File: src/rtl/phy_scan.sv
module phy_scan #(
  parameter int ADDR_W     = 5,
  parameter int MAX_PASSES = 11,
  parameter int WAIT_TICKS = 10,
  parameter int HI_REG     = 2,
  parameter int LO_REG     = 3,
  localparam int PASS_W    = $clog2(MAX_PASSES + 1),
  localparam int WCNT_W    = $clog2(WAIT_TICKS + 1)
) (
  input  logic              clk,
  input  logic              rst_n,
  input  logic              start,
  input  logic              tick,
  output logic              busy,
  output logic              done,
  output logic              found,
  output logic [ADDR_W-1:0] phy_addr,
  output logic [31:0]       phy_id,
  output logic [31:0]       phy_id_masked,
  output logic [PASS_W-1:0] pass_num,
  output logic              mdio_req,
  output logic [ADDR_W-1:0] mdio_addr,
  output logic [4:0]        mdio_reg,
  input  logic              mdio_ack,
  input  logic [15:0]       mdio_rdata
);
  localparam logic [ADDR_W-1:0] LAST_ADDR = '1;
  localparam logic [15:0]       ABSENT    = 16'hFFFF;
  localparam logic [PASS_W-1:0] LAST_PASS = PASS_W'(MAX_PASSES);
  localparam logic [WCNT_W-1:0] LAST_TICK = WCNT_W'(WAIT_TICKS - 1);

  typedef enum logic [1:0] {S_IDLE, S_WAIT, S_LO, S_HI} state_t;
  state_t st;
  logic [WCNT_W-1:0] wcnt;
  logic [ADDR_W-1:0] addr;
  logic [15:0]       lo_word;

  assign busy          = (st != S_IDLE);
  assign mdio_req      = (st == S_LO) || (st == S_HI);
  assign mdio_addr     = addr;
  assign mdio_reg      = (st == S_HI) ? 5'(HI_REG) : 5'(LO_REG);
  assign phy_id_masked = {phy_id[31:4], 4'h0};

  always_ff @(posedge clk) begin
    if (!rst_n) begin
      st       <= S_IDLE;
      wcnt     <= '0;
      addr     <= '0;
      lo_word  <= '0;
      done     <= 1'b0;
      found    <= 1'b0;
      phy_addr <= '1;
      phy_id   <= '0;
      pass_num <= '0;
    end else begin
      done <= 1'b0;
      case (st)
        S_IDLE: if (start) begin
          st       <= S_WAIT;
          wcnt     <= '0;
          found    <= 1'b0;
          phy_addr <= '1;
          phy_id   <= '0;
          pass_num <= PASS_W'(1);
        end
        S_WAIT: if (tick) begin
          if (wcnt == LAST_TICK) begin
            st   <= S_LO;
            addr <= '0;
          end else begin
            wcnt <= wcnt + 1'b1;
          end
        end
        S_LO: if (mdio_ack) begin
          if (mdio_rdata != ABSENT) begin
            lo_word <= mdio_rdata;
            st      <= S_HI;
          end else if (addr != LAST_ADDR) begin
            addr <= addr + 1'b1;
          end else if (pass_num == LAST_PASS) begin
            st   <= S_IDLE;
            done <= 1'b1;
          end else begin
            st       <= S_WAIT;
            wcnt     <= '0;
            pass_num <= pass_num + 1'b1;
          end
        end
        S_HI: if (mdio_ack) begin
          st       <= S_IDLE;
          done     <= 1'b1;
          found    <= 1'b1;
          phy_addr <= addr;
          phy_id   <= {mdio_rdata, lo_word};
        end
        default: st <= S_IDLE;
      endcase
    end
  end

  a_r2_req_in_busy: assert property (@(posedge clk) disable iff (!rst_n)
    mdio_req |-> busy);
  a_r4_hold_req: assert property (@(posedge clk) disable iff (!rst_n)
    (mdio_req && !mdio_ack) |=> (mdio_req && $stable(mdio_addr) && $stable(mdio_reg)));
  a_r7_done_ends_busy: assert property (@(posedge clk) disable iff (!rst_n)
    done |-> (!busy && $past(busy)));
  a_r8_none_result: assert property (@(posedge clk) disable iff (!rst_n)
    (done && !found) |-> (phy_addr == LAST_ADDR && pass_num == LAST_PASS && phy_id == 32'h0));
  a_r8_pass_bound: assert property (@(posedge clk) disable iff (!rst_n)
    pass_num <= LAST_PASS);
  a_r10_hold_idle: assert property (@(posedge clk) disable iff (!rst_n)
    (!busy && !start) |=> ($stable(found) && $stable(phy_addr) && $stable(phy_id) && $stable(pass_num)));
endmodule

File: config.mk
export PLATFORM = sky130hd
export DESIGN_NAME = phy_scan
export DESIGN_NICKNAME = d
export VERILOG_FILES = /design/src/rtl/phy_scan.sv
export SDC_FILE = /design/constraint.sdc
export NUM_CORES = 1
export LEC_CHECK = 0
export BUFFER_PORTS_ARGS = -buffer_cell sky130_fd_sc_hd__buf_2
export CAP_MARGIN = 20
export CORE_ASPECT_RATIO = 0.75
export CORE_MARGIN = 4
export CORE_UTILIZATION = 25
export CTS_CLUSTER_DIAMETER = 100
export DETAILED_ROUTE_END_ITERATION = 12
export GPL_ROUTABILITY_DRIVEN = 0
export SKIP_LAST_GASP = 1
export SYNTH_ARGS = -nofsm -noshare
export SYNTH_HDL_FRONTEND = slang
export SYNTH_SLANG_ARGS = --single-unit
File: constraint.sdc
create_clock -name clk -period 2.1 [get_ports clk]
set_input_delay 0.525 -clock clk [delete_from_list [all_inputs] [get_ports clk]]
set_output_delay 0.525 -clock clk [all_outputs]
set_load 0.02 [all_outputs]
* Word-level counts from Yosys, hierarchy flattened *
Index checks and enable logic that the tools add are counted.

storage, ports and cells
  input bits = 21
  bits in latches = 0
  bits in registers = 70
  bits in writable memories = 0
  memories kept = 0
  logic and storage cells = 88
  ROM bits = 0
  output and inout port bits = 87

cells by class
  add/sub/neg operators = 3
  divide/modulo/power cells = 0
  shifts and indexed selects = 0
  reductions and logical operators = 13
  multiplexer cells = 45
  equal/unequal tests = 18
  multiply operators = 0
  bitwise gates (word level) = 0
  magnitude comparators = 0

operators with widths
  operator                                       count
  two-way mux 32 bit                             2
  one-hot mux 32 bit (2 select lines)            1
  two-way mux 4 bit                              12
  two-way mux 5 bit                              7
  one-hot mux 5 bit (2 select lines)             2
  inequality test 2 bit, second input constant   9
  AND reduction 6 bit                            3
  inequality test 16 bit, second input constant  1
  two-way mux 2 bit                              7
  one-hot mux 4 bit (3 select lines)             1
  two-way mux 1 bit                              9
  adder 4 x 1 -> 4 bit, second input constant    2
  equality test 4 bit, second input constant     2
  one-hot mux 2 bit (4 select lines)             1
  one-hot mux 4 bit (2 select lines)             1
  AND reduction 8 bit                            1
  nonzero test 2 bit                             4
  AND reduction 3 bit                            2
  adder 5 x 1 -> 5 bit, second input constant    1
  inequality test 5 bit, second input constant   1
  equality test 2 bit, second input constant     2
  one-hot mux 1 bit (2 select lines)             2
  inequality test 3 bit, second input constant   1
  nonzero test 3 bit                             1
  other kinds (4)                                4

* Depth between registers and ports, before layout *
Gate-level depths: netlist (run 1).

  word-level depth = 6
  depth in mapped cells = 8
  mapped depth without buffers = 8

* Worst setup path after synthesis (run 1) *
Ideal clock, no wire load.

  path type = register to register
  start = register addr[0] (netlist: mdio_addr[0])
  end = register pass_num[3]
  arrival = 2.124 ns
  period minus slack after synthesis = 2.211 ns
  data required time = 2.013 ns
  library setup time = 0.087 ns
  buffers on the path = 0
  setup slack = -0.111 ns
  stages on the path, launching flop included = 8
  path through = dfxtp_1 ha_1 and3_1 ha_1 nand4b_1 and2_4 or4_1 o31ai_1

on the way
  cells in the longest elaborated chain, start to end = 3

RTL lines
  item                             RTL line  RTL
  start: declaration               35        logic [ADDR_W-1:0] addr;
  start signal: assignment         79        addr <= addr + 1'b1;
  inequality test 5 bit            78        end else if (addr != LAST_ADDR) begin
  inequality test 2 bit (no line)  n/a
  AND reduction 6 bit (no line)    n/a
  end signal: assignment           86        pass_num <= pass_num + 1'b1;
  end: declaration                 20        output logic [PASS_W-1:0] pass_num,

No other way between the ends.
A chain may end at the register's enable or synchronous reset.

* Final worst setup path (run 1) *
  start = register addr[1] (netlist: mdio_addr[1])
  end = register wcnt[3]

on the way
  cells in the longest elaborated chain, start to end = 3

RTL lines
  item                             RTL line  RTL
  inequality test 5 bit            78
  inequality test 2 bit (no line)  n/a
  AND reduction 8 bit (no line)    n/a
  end signal: assignment           71        wcnt <= wcnt + 1'b1;
  end: declaration                 34        logic [WCNT_W-1:0] wcnt;

No other way between the ends.

==> impl_results.md, run 1 <==
* FFs w/ async S/R, synth at 0
* First-pass GRT wire length at 14.6 mm
* Max-slew violation count at 0
* Max Cap Viol at 0
* Mean post-synth cell area at between 8 and 9 sq um
* Clock-pin transition on the worst setup and hold timing paths at 0.06 ns
* Setup crit end kind: flip-flop
* Sequential-to-total area share from yosys stat at 0.437
* H-tree levels at 3
* Antenna-violating nets left at 0
* Clock sinks at 70
* Worst Path Max Fanout at 2
* Routed Wire Length at between 9 and 10 mm
* Leakage at around 1.8 nW
* Final setup viols at 0
* DRC viols at 0
* Vias per cell at between 4 and 5
* Iter 0 DRT Violations at roughly 160
* Fin Setup TNS at 0 ns
* Layout cell share with drive strength beyond 1 at 0.336
* Unrepaired setup endpoints after global routing: true
* WS Path Type: flip-flop to flip-flop
* Hold-fix buffer count after cts at 0
* Yosys reg bits at 70
* CTS tree: built
* Ant diodes at 0
* Final HPWL DP at 6.54 mm
* IO buf count at 99
* PD cells at ~800 nW/um^2
* Initial Util at 0.259
* Root Driver: clkbuf_16
* Post-route minimum period at between 2 and 2.5 ns
* Area growth syn-to-layout at 28.6%
* DIE AREA at around 15000 sq um
* Switching share of power at 0.218
* Total number of vias at about 2900
* IO Pins at 108
* Final period utilization at 0.964
* GRT overflow at 0
* Final setup skew at 0.00501 ns
* Tot GR Track Use at 0.124
* Dpl cells at ~600
* Max frequency at between 400 and 500 MHz
* Yosys cell types at 44
* CP max stage cell: or4_1
* Worst skew pair latency at between 0.3 and 0.4 ns
* Standard-cell rows at 35
* Crit path largest cell delay at between 0.4 and 0.5 ns
* Maximum vdd ir drop at 0.405 mV
* Worst Hold Class: flip-flop to flip-flop
* Clock power share at 0.538
* Clock Path Buffers at 2
* Mapped Cells at between 300 and 400
* Status: completed
* Prevailing post-synth register cell: dfxtp_1
* Register share of total power at 0.404
* First-pass detailed-route iteration total at 4
* Initial antenna violation count at 0
* Cell Area, Synth at 3210 sq um
* CTS buffer count at 9
* Post-synth EDFFs at 0
* Die Width at around 140 um
* Worst Path Arrival at about 2.3 ns
* Routed len/inst at ~15 um
* Crit-path cells: ha_2 > and3_4 > ha_2 > nand4b_1 > buf_4 > o211ai_4 > o211ai_4 > or4_1 > a31oi_1
* WP data required at 2.36 ns
* Synthesis Warnings at 0
* Nets at 480
* NetSw at a little over 0.0007 W
* Comb pwr share at 0.058
* Hold Fails Final Rpt at 0
* Int Power at around 0.0026 W
* Pin count of the biggest net entering global routing at 38
* Critical Path Start Type: flip-flop
* Fin cells at about 630
* Height of the die at about 110 um
* Number of global-route vias before repair at roughly 2800
* Core ar. at about 12000 sq um
==> layout make-up <==
cell class | instances | area (sq um)
fill | 1337 | 8270
multi-input combinational | 245 | 1450
sequential | 70 | 1410
timing repair buffer | 123 | 688
clock buffer | 11 | 243
tap | 166 | 208
clock inverter | 5 | 106
inverter | 5 | 18.8
==> power by group through the flow <==
stage               logic [W]  registers (W)  clock network [W]
finish               0.000192        0.00134            0.00178
global route         0.000209        0.00134            0.00187
CTS                  0.000190        0.00134            0.00182
detailed placement   0.000190        0.00137                  0
global placement     0.000188        0.00137                  0
floorplan            0.000124        0.00137                  0
==> cell families (layout without fill, tap and decap cells) <==
kind of cell / after synthesis / count (layout) / synth area share
adders and majority gates: 5 / 5 / 0.0195
other: 2 / 8 / 0.00234
AOI/OAI and AO/OA: 85 / 85 / 0.198
DFF: 70 / 70 / 0.437
muxes: 3 / 3 / 0.00937
and+or+nand+nor: 144 / 144 / 0.211
buffers and inverters: 64 / 144 / 0.122
==> layer usage <==
| metal | wire length (um) | track usage |
|---|---|---|
| met1 | 4480 | 0.166 |
| met2 | 4020 | 0.192 |
| met3 | 526 | 0.0432 |
| met4 | 69 | 0.0293 |
| met5 | 0 | 0 |
==> state kept, by name, indices dropped and copies added, names as in the netlist <==
signal	flops
wcnt	4
st	2
found	1
mdio_addr	5
pass_num	4
done	1
phy_addr	5
phy_id	32
lo_word	16
==> synth_stat cells (5+ instances only) <==
library cell   n  area share
ha_1           5       0.020
a22oi_1       26       0.061
a21oi_1       11       0.017
nand2_1       53       0.062
o21ai_0        9       0.014
a21boi_0      22       0.052
nor3_1         6      0.0094
nor2_1        40       0.047
nand4_1       10       0.020
buf_4         39       0.091
nand3_1        7       0.011
dfxtp_1       70        0.44
clkbuf_1      16       0.019
==> through the flow <==
step                 util  total power (W)  instance area, sq um  hold slack [ns]  worst slack [ns]
floorplan               -          0.00149                  3230            0.435           0.00294
detailed placement  0.302          0.00156                  3750            0.449          -0.00353
global placement    0.302          0.00156                  3750            0.449            0.0362
global route        0.333          0.00342                  4120            0.472           -0.0245
CTS                 0.330          0.00335                  4100            0.456           0.00547
finish              0.333          0.00332                  4120            0.455            0.0747
==> cell usage in the layout, fill, tap and decap left out, types with 4 or more instances in the layout <==
cell / count
o21ai_0: 9
buf_4: 23
inv_1: 4
buf_2: 99
a21oi_1: 10
dfxtp_1: 67
nand3_1: 7
a22oi_1: 26
clkbuf_16: 9
nor2_1: 40
nand2_1: 53
nor3_1: 6
a21boi_0: 22
nand4_1: 10
conb_1: 8
==> repair_timing <==
action	4_1_cts	5_1_grt
setup buffers	0	1
gates resized for setup	0	6
endpoints found under the setup margin	0	4
==> final timing paths <==
check | startpoint | end | slack (ns) | depth (start not counted)
worst min-delay path | lo_word[6] | lo_word[6] | 0.46 | 2
worst max-delay path | mdio_addr[1] | wcnt[3] | 0.07 | 9
worst min register to register | lo_word[6] | lo_word[6] | 0.46 | 2
worst max register to register | mdio_addr[1] | wcnt[3] | 0.07 | 9
==> critical path, delay by kind of cell (launching register included) <==
family / cells / cell delay [ns]
AO/OA/AOI/OAI: 3 / 0.34
adder cells (fa/ha/maj): 2 / 0.34
buffers and inverters: 1 / 0.18
flip-flops: 1 / 0.33
AND/OR/NAND/NOR: 3 / 0.77
Note: power is estimated with default switching activity, not from simulation.
==> inputs of run 2 (changes only) <==
==> constraint.sdc (replaced) <==
create_clock -name clk -period 2.2 [get_ports clk]
set_input_delay 0.55 -clock clk [delete_from_list [all_inputs] [get_ports clk]]
set_output_delay 0.55 -clock clk [all_outputs]
set_load 0.02 [all_outputs]
==> run 2 against run 1 <==
Final cell count down 0.80%; register-to-register slack improved by 0.05 ns; critical path depth unchanged; total power shrank 14%; via count decreased by 0.66%; worst setup slack improved by 0.050 ns; sequential share of layout area is 1.1 points higher; design area shrank 3.3%; combinational power decreased by 9%; die area did not move.
==> impl_results.md, run 2 (same netlist as run 1, synthesis figures left out) <==
* Status: completed
* Leakage at 1.73 nW
* Total number of vias at about 2900
* Final HPWL DP at between 6 and 7 mm
* Final period utilization at 0.943
* Routed Wire Length at 9.04 mm
* Standard-cell rows at 35
* First-pass detailed-route iteration total at 4
* Critical Path Start Type: flip-flop
* Commonest cells after routing, fill and taps aside: buf_2 (99), dfxtp_1 (68), nand2_1 (53), nor2_1 (40), a22oi_1 (26)
* Worst setup margin at roughly 0.12 ns
* Core ar. at roughly 12000 sq um
* Worst Path Max Fanout at 2
* Root Driver: clkbuf_16
* Worst skew pair latency at ~0.33 ns
* Layout cell share with drive strength beyond 1 at 0.313
* Unrepaired setup endpoints after global routing: false
* Vias per cell at around 4.6
* IO buf count at around 100
* DIE AREA at around 15000 sq um
* IO Pins at 108
* Filler cells at 1334
* Clock Path Buffers at 2
* Max Cap Viol at 0
* Setup crit end kind: flip-flop
* Number of flip-flops under the largest register name at 32
* Final setup skew at between 0.007 and 0.008 ns
* Iter 0 DRT Violations at between 150 and 200
* Worst Hold Class: flip-flop to flip-flop
* Setup WS pre-CTS at about 0.025 ns
* Fin Setup TNS at 0 ns
* FF/Latch Area at 1400 sq um
* Crit-path leading delay family: simple AND/OR/NAND/NOR gates
* Ant diodes at 0
* Final setup viols at 0
* WP data required at around 2.5 ns
* Max frequency at 482 MHz
* First-pass GRT wire length at around 14 mm
* Bufs and invs on worst path at 1
* Clock sinks at 70
* Number of global-route vias before repair at roughly 2700
* Maximum vdd ir drop at 0.353 mV
* Crit path largest cell delay at approximately 0.48 ns
* Height of the die at approximately 110 um
* Pin count of the biggest net entering global routing at 38
* Regs by FF count: phy_id (32), lo_word (16)
* CTS buffer count at 9
* GRT overflow at 0
* Max-slew violation count at 0
* Die Width at 139 um
* Worst Path Arrival at approximately 2.3 ns
* Initial antenna violation count at 0
* Post-route minimum period at roughly 2.1 ns
* PD cells at about 720 nW/um^2
* Area of the multi-input gates at ~1400 sq um
* CP max stage cell: or4_1
* H-tree levels at 3
* DRC viols at 0
* Antenna-violating nets left at 0
* WS Path Type: flip-flop to flip-flop
* Nets at between 400 and 500
* Area growth syn-to-layout at 24.4%
* Most common cell after layout, fill and taps aside: buf_2
* Largest register by flop count: phy_id
* Routed len/inst at 14.6 um
* Crit-path cells: ha_1 > and3_1 > ha_1 > nand4b_1 > buf_4 > o211ai_4 > o211ai_4 > or4_1 > a31oi_1
* Tot GR Track Use at 0.123
* Initial Util at 0.259
* CTS tree: built
* Hold Fails Final Rpt at 0
* Clock-pin transition on the worst setup and hold timing paths at ~0.06 ns
-- run 2: timing repair --
item / in CTS / in global routing
resized for setup: 0 / 1
setup buffers: 0 / 1
hold buffers: 0 / 0
endpoints found under the setup margin: 0 / 3
-- run 2: worst paths after layout --
path              slack [ns]    startpoint    endpoint  cells after the start
setup / recovery        0.12  mdio_addr[1]     wcnt[3]                      9
hold / removal          0.45    lo_word[6]  lo_word[6]                      2
setup reg to reg        0.12  mdio_addr[1]     wcnt[3]                      9
hold reg to reg         0.45    lo_word[6]  lo_word[6]                      2
-- run 2: layer usage --
metal | routed length (um) | global-route usage
met1 | 4300 | 0.172
met2 | 4030 | 0.182
met3 | 620 | 0.0427
met4 | 83 | 0.0293
met5 | 0 | 0
-- run 2: worst reg2reg max path: cells and delay by family (launching register included) --
| family | cells | cell delay (ns) |
|---|---|---|
| fa+ha+maj | 2 | 0.33 |
| buf+inv | 1 | 0.19 |
| flops | 1 | 0.33 |
| simple gates | 3 | 0.78 |
| compound gates | 3 | 0.37 |
-- run 2: power by group --
part | switching, W | internal, W | total [W]
clock | 0.000534 | 0.000870 | 0.00140
combinational | 0.000116 | 0.0000573 | 0.000174
sequential | 0.00000970 | 0.00127 | 0.00128
-- run 2: area by class of cell --
type	count	area share
multi-input cells	245	0.360
flip-flops and latches	70	0.352
repair buffers	118	0.160
clock buffers	11	0.0584
well taps	166	0.0521
clock inverters	5	0.0126
inverters	5	0.00471
-- run 2: metrics by stage --
stage	hold slack [ns]	instances	area (sq um)	utilization	total power, W
after global placement	0.449	603	3690	0.298	0.00148
after detailed placement	0.454	603	3690	0.298	0.00148
after floorplan	0.435	379	3230	-	0.00142
final	0.455	620	3990	0.322	0.00286
after CTS	0.462	619	3980	0.321	0.00290
after global routing	0.482	620	3990	0.322	0.00297
==> inputs of run 3 (changes only) <==
==> constraint.sdc (replaced) <==
create_clock -name clk -period 1.8 [get_ports clk]
set_input_delay 0.45 -clock clk [delete_from_list [all_inputs] [get_ports clk]]
set_output_delay 0.45 -clock clk [all_outputs]
set_load 0.02 [all_outputs]
==> run 3 against run 2 <==
The flow now finishes with violations (negative setup slack); final cell count up 5.5%; critical endpoint is now pass_num[3]; critical path type unchanged; clock-buffer cell count up 2; die area unchanged; worst hold slack better by 0.0012 ns; clock power up 23%.
==> impl_results.md, run 3 (same netlist as run 1, synthesis figures left out) <==
* Core ar. at 12400 sq um
* GR Layer Usage met1 at 0.168
* CTS buffer count at 9
* Nets at between 500 and 600
* Largest register by flop count: phy_id
* Final HPWL DP at just under 7 mm
* Root Driver: clkbuf_16
* Maximum vdd ir drop at about 0.43 mV
* Iter 0 DRT Violations at approximately 120
* Antenna-violating nets left at 0
* Number of global-route vias before repair at around 2900
* WP data required at 2.05 ns
* Most common cell after layout, fill and taps aside: buf_2
* Final setup skew at approximately 0.0021 ns
* Filler cells at roughly 1300
* Final period utilization at 1.04
* Worst Hold Class: flip-flop to flip-flop
* IO buf count at approximately 100
* Status: finished, violations left
* Slew @ Worst Pin at between 0.5 and 0.6 ns
* Slew margin rel. at 0.663
* Commonest cells after routing, fill and taps aside: buf_2 (99), dfxtp_1 (65), nand2_1 (53), buf_4 (48), nor2_1 (38)
* IO Pins at between 100 and 150
* Die Width at approximately 140 um
* Setup crit end kind: flip-flop
* Worst Path Arrival at between 2 and 2.5 ns
* Max frequency at between 500 and 600 MHz
* Post-route minimum period at ~1.9 ns
* First-pass detailed-route iteration total at 4
* Layout cell share with drive strength beyond 1 at 0.395
* Area growth syn-to-layout at 37.4%
* Hold Fails Final Rpt at 0
* Area of the multi-input gates at between 1500 and 2000 sq um
* Routed Wire Length at roughly 9 mm
* Pin count of the biggest net entering global routing at 38
* Total number of vias at ~3000
* GRT met2 Usage at 0.194
* Routed len/inst at approximately 14 um
* Worst setup margin at -0.0771 ns
* Unrepaired setup endpoints after global routing: true
* First-pass GRT wire length at 14.8 mm
* Final setup viols at 4
* Standard-cell rows at 35
* Fin Setup TNS at -0.253 ns
* GRT overflow at 0
* Clock-pin transition on the worst setup and hold timing paths at about 0.05 ns
* Max-slew violation count at 0
* FF/Latch Area at ~1400 sq um
* Worst Path Max Fanout at 2
* Clock sinks at 70
* H-tree levels at 3
* CTS tree: built
* Regs by FF count: phy_id (32), lo_word (16)
* PD cells at 807 nW/um^2
* Vias per cell at ~4.5
* FF-to-FF setup slack at -0.08 ns
* Clock Path Buffers at 2
* Critical Path Start Type: flip-flop
* Initial Util at 0.259
* Number of flip-flops under the largest register name at 32
* Height of the die at roughly 110 um
* Worst skew pair latency at ~0.33 ns
* Max Cap Viol at 0
* GR peak layer: met2
* DIE AREA at approximately 15000 sq um
* Ant diodes at 0
* Leakage at a little under 2 nW
* DRC viols at 0
* Initial antenna violation count at 1
* WHS at around 0.46 ns
* Tot GR Track Use at 0.125
* Failing checks: negative setup slack
* WS Path Type: flip-flop to flip-flop
* Met3 GRT Util at 0.0441
[run 3: path summary, 6_finish.rpt]
check / startpoint / cells past startpoint / to
worst max register to register: mdio_addr[1] / 7 / pass_num[3]
worst min-delay path: lo_word[6] / 2 / lo_word[6]
worst max-delay path: mdio_addr[1] / 7 / pass_num[3]
worst min register to register: lo_word[6] / 2 / lo_word[6]
[run 3: layer usage]
layer,routed length [um],vias up
li1,-,1474
met1,4380,1369
met2,4100,94
met3,682,13
met4,94,2
met5,7,-
[run 3: repair_timing]
action                     in CTS  in global routing
buffers inserted                0                  0
setup endpoints to repair       9                 11
pin swaps                       3                  4
gates cloned                    0                  0
resized for setup               8                 10
hold buffers                    0                  0
[run 3: cell type report]
type / count / share of cell area
flip-flops and latches: 70 / 0.321
clock buffers: 13 / 0.0639
repair buffers: 152 / 0.213
multi-input cells: 245 / 0.348
well taps: 166 / 0.0471
clock inverters: 3 / 0.00341
inverters: 5 / 0.00426
[run 3: metrics by stage]
stage	cells	setup slack (ns)	cell area (sq um)	power (W)	utilization
2_1_floorplan	379	-0.0851	3270	0.00174	-
3_3_place_gp	638	-0.230	4040	0.00186	0.326
3_5_place_dp	638	-0.277	4040	0.00186	0.326
4_1_cts	654	-0.103	4360	0.00360	0.352
5_1_grt	654	-0.174	4410	0.00371	0.355
6_report	654	-0.0771	4410	0.00356	0.355
[run 3: critical path: stages, from the launching register on]
cell and delay, ns:
dfxtp_4 0.35, ha_4 0.12, and3_4 0.18, ha_4 0.13, nand4b_1 0.19, and2_4 0.21
or4_4 0.43, o31ai_2 0.18
[run 3: power by group]
group | leakage [nW] | switching [W] | internal [W]
logic | 1.22 | 0.000160 | 0.000116
clock network | 0.151 | 0.000636 | 0.00108
registers | 0.567 | 0.00000764 | 0.00155
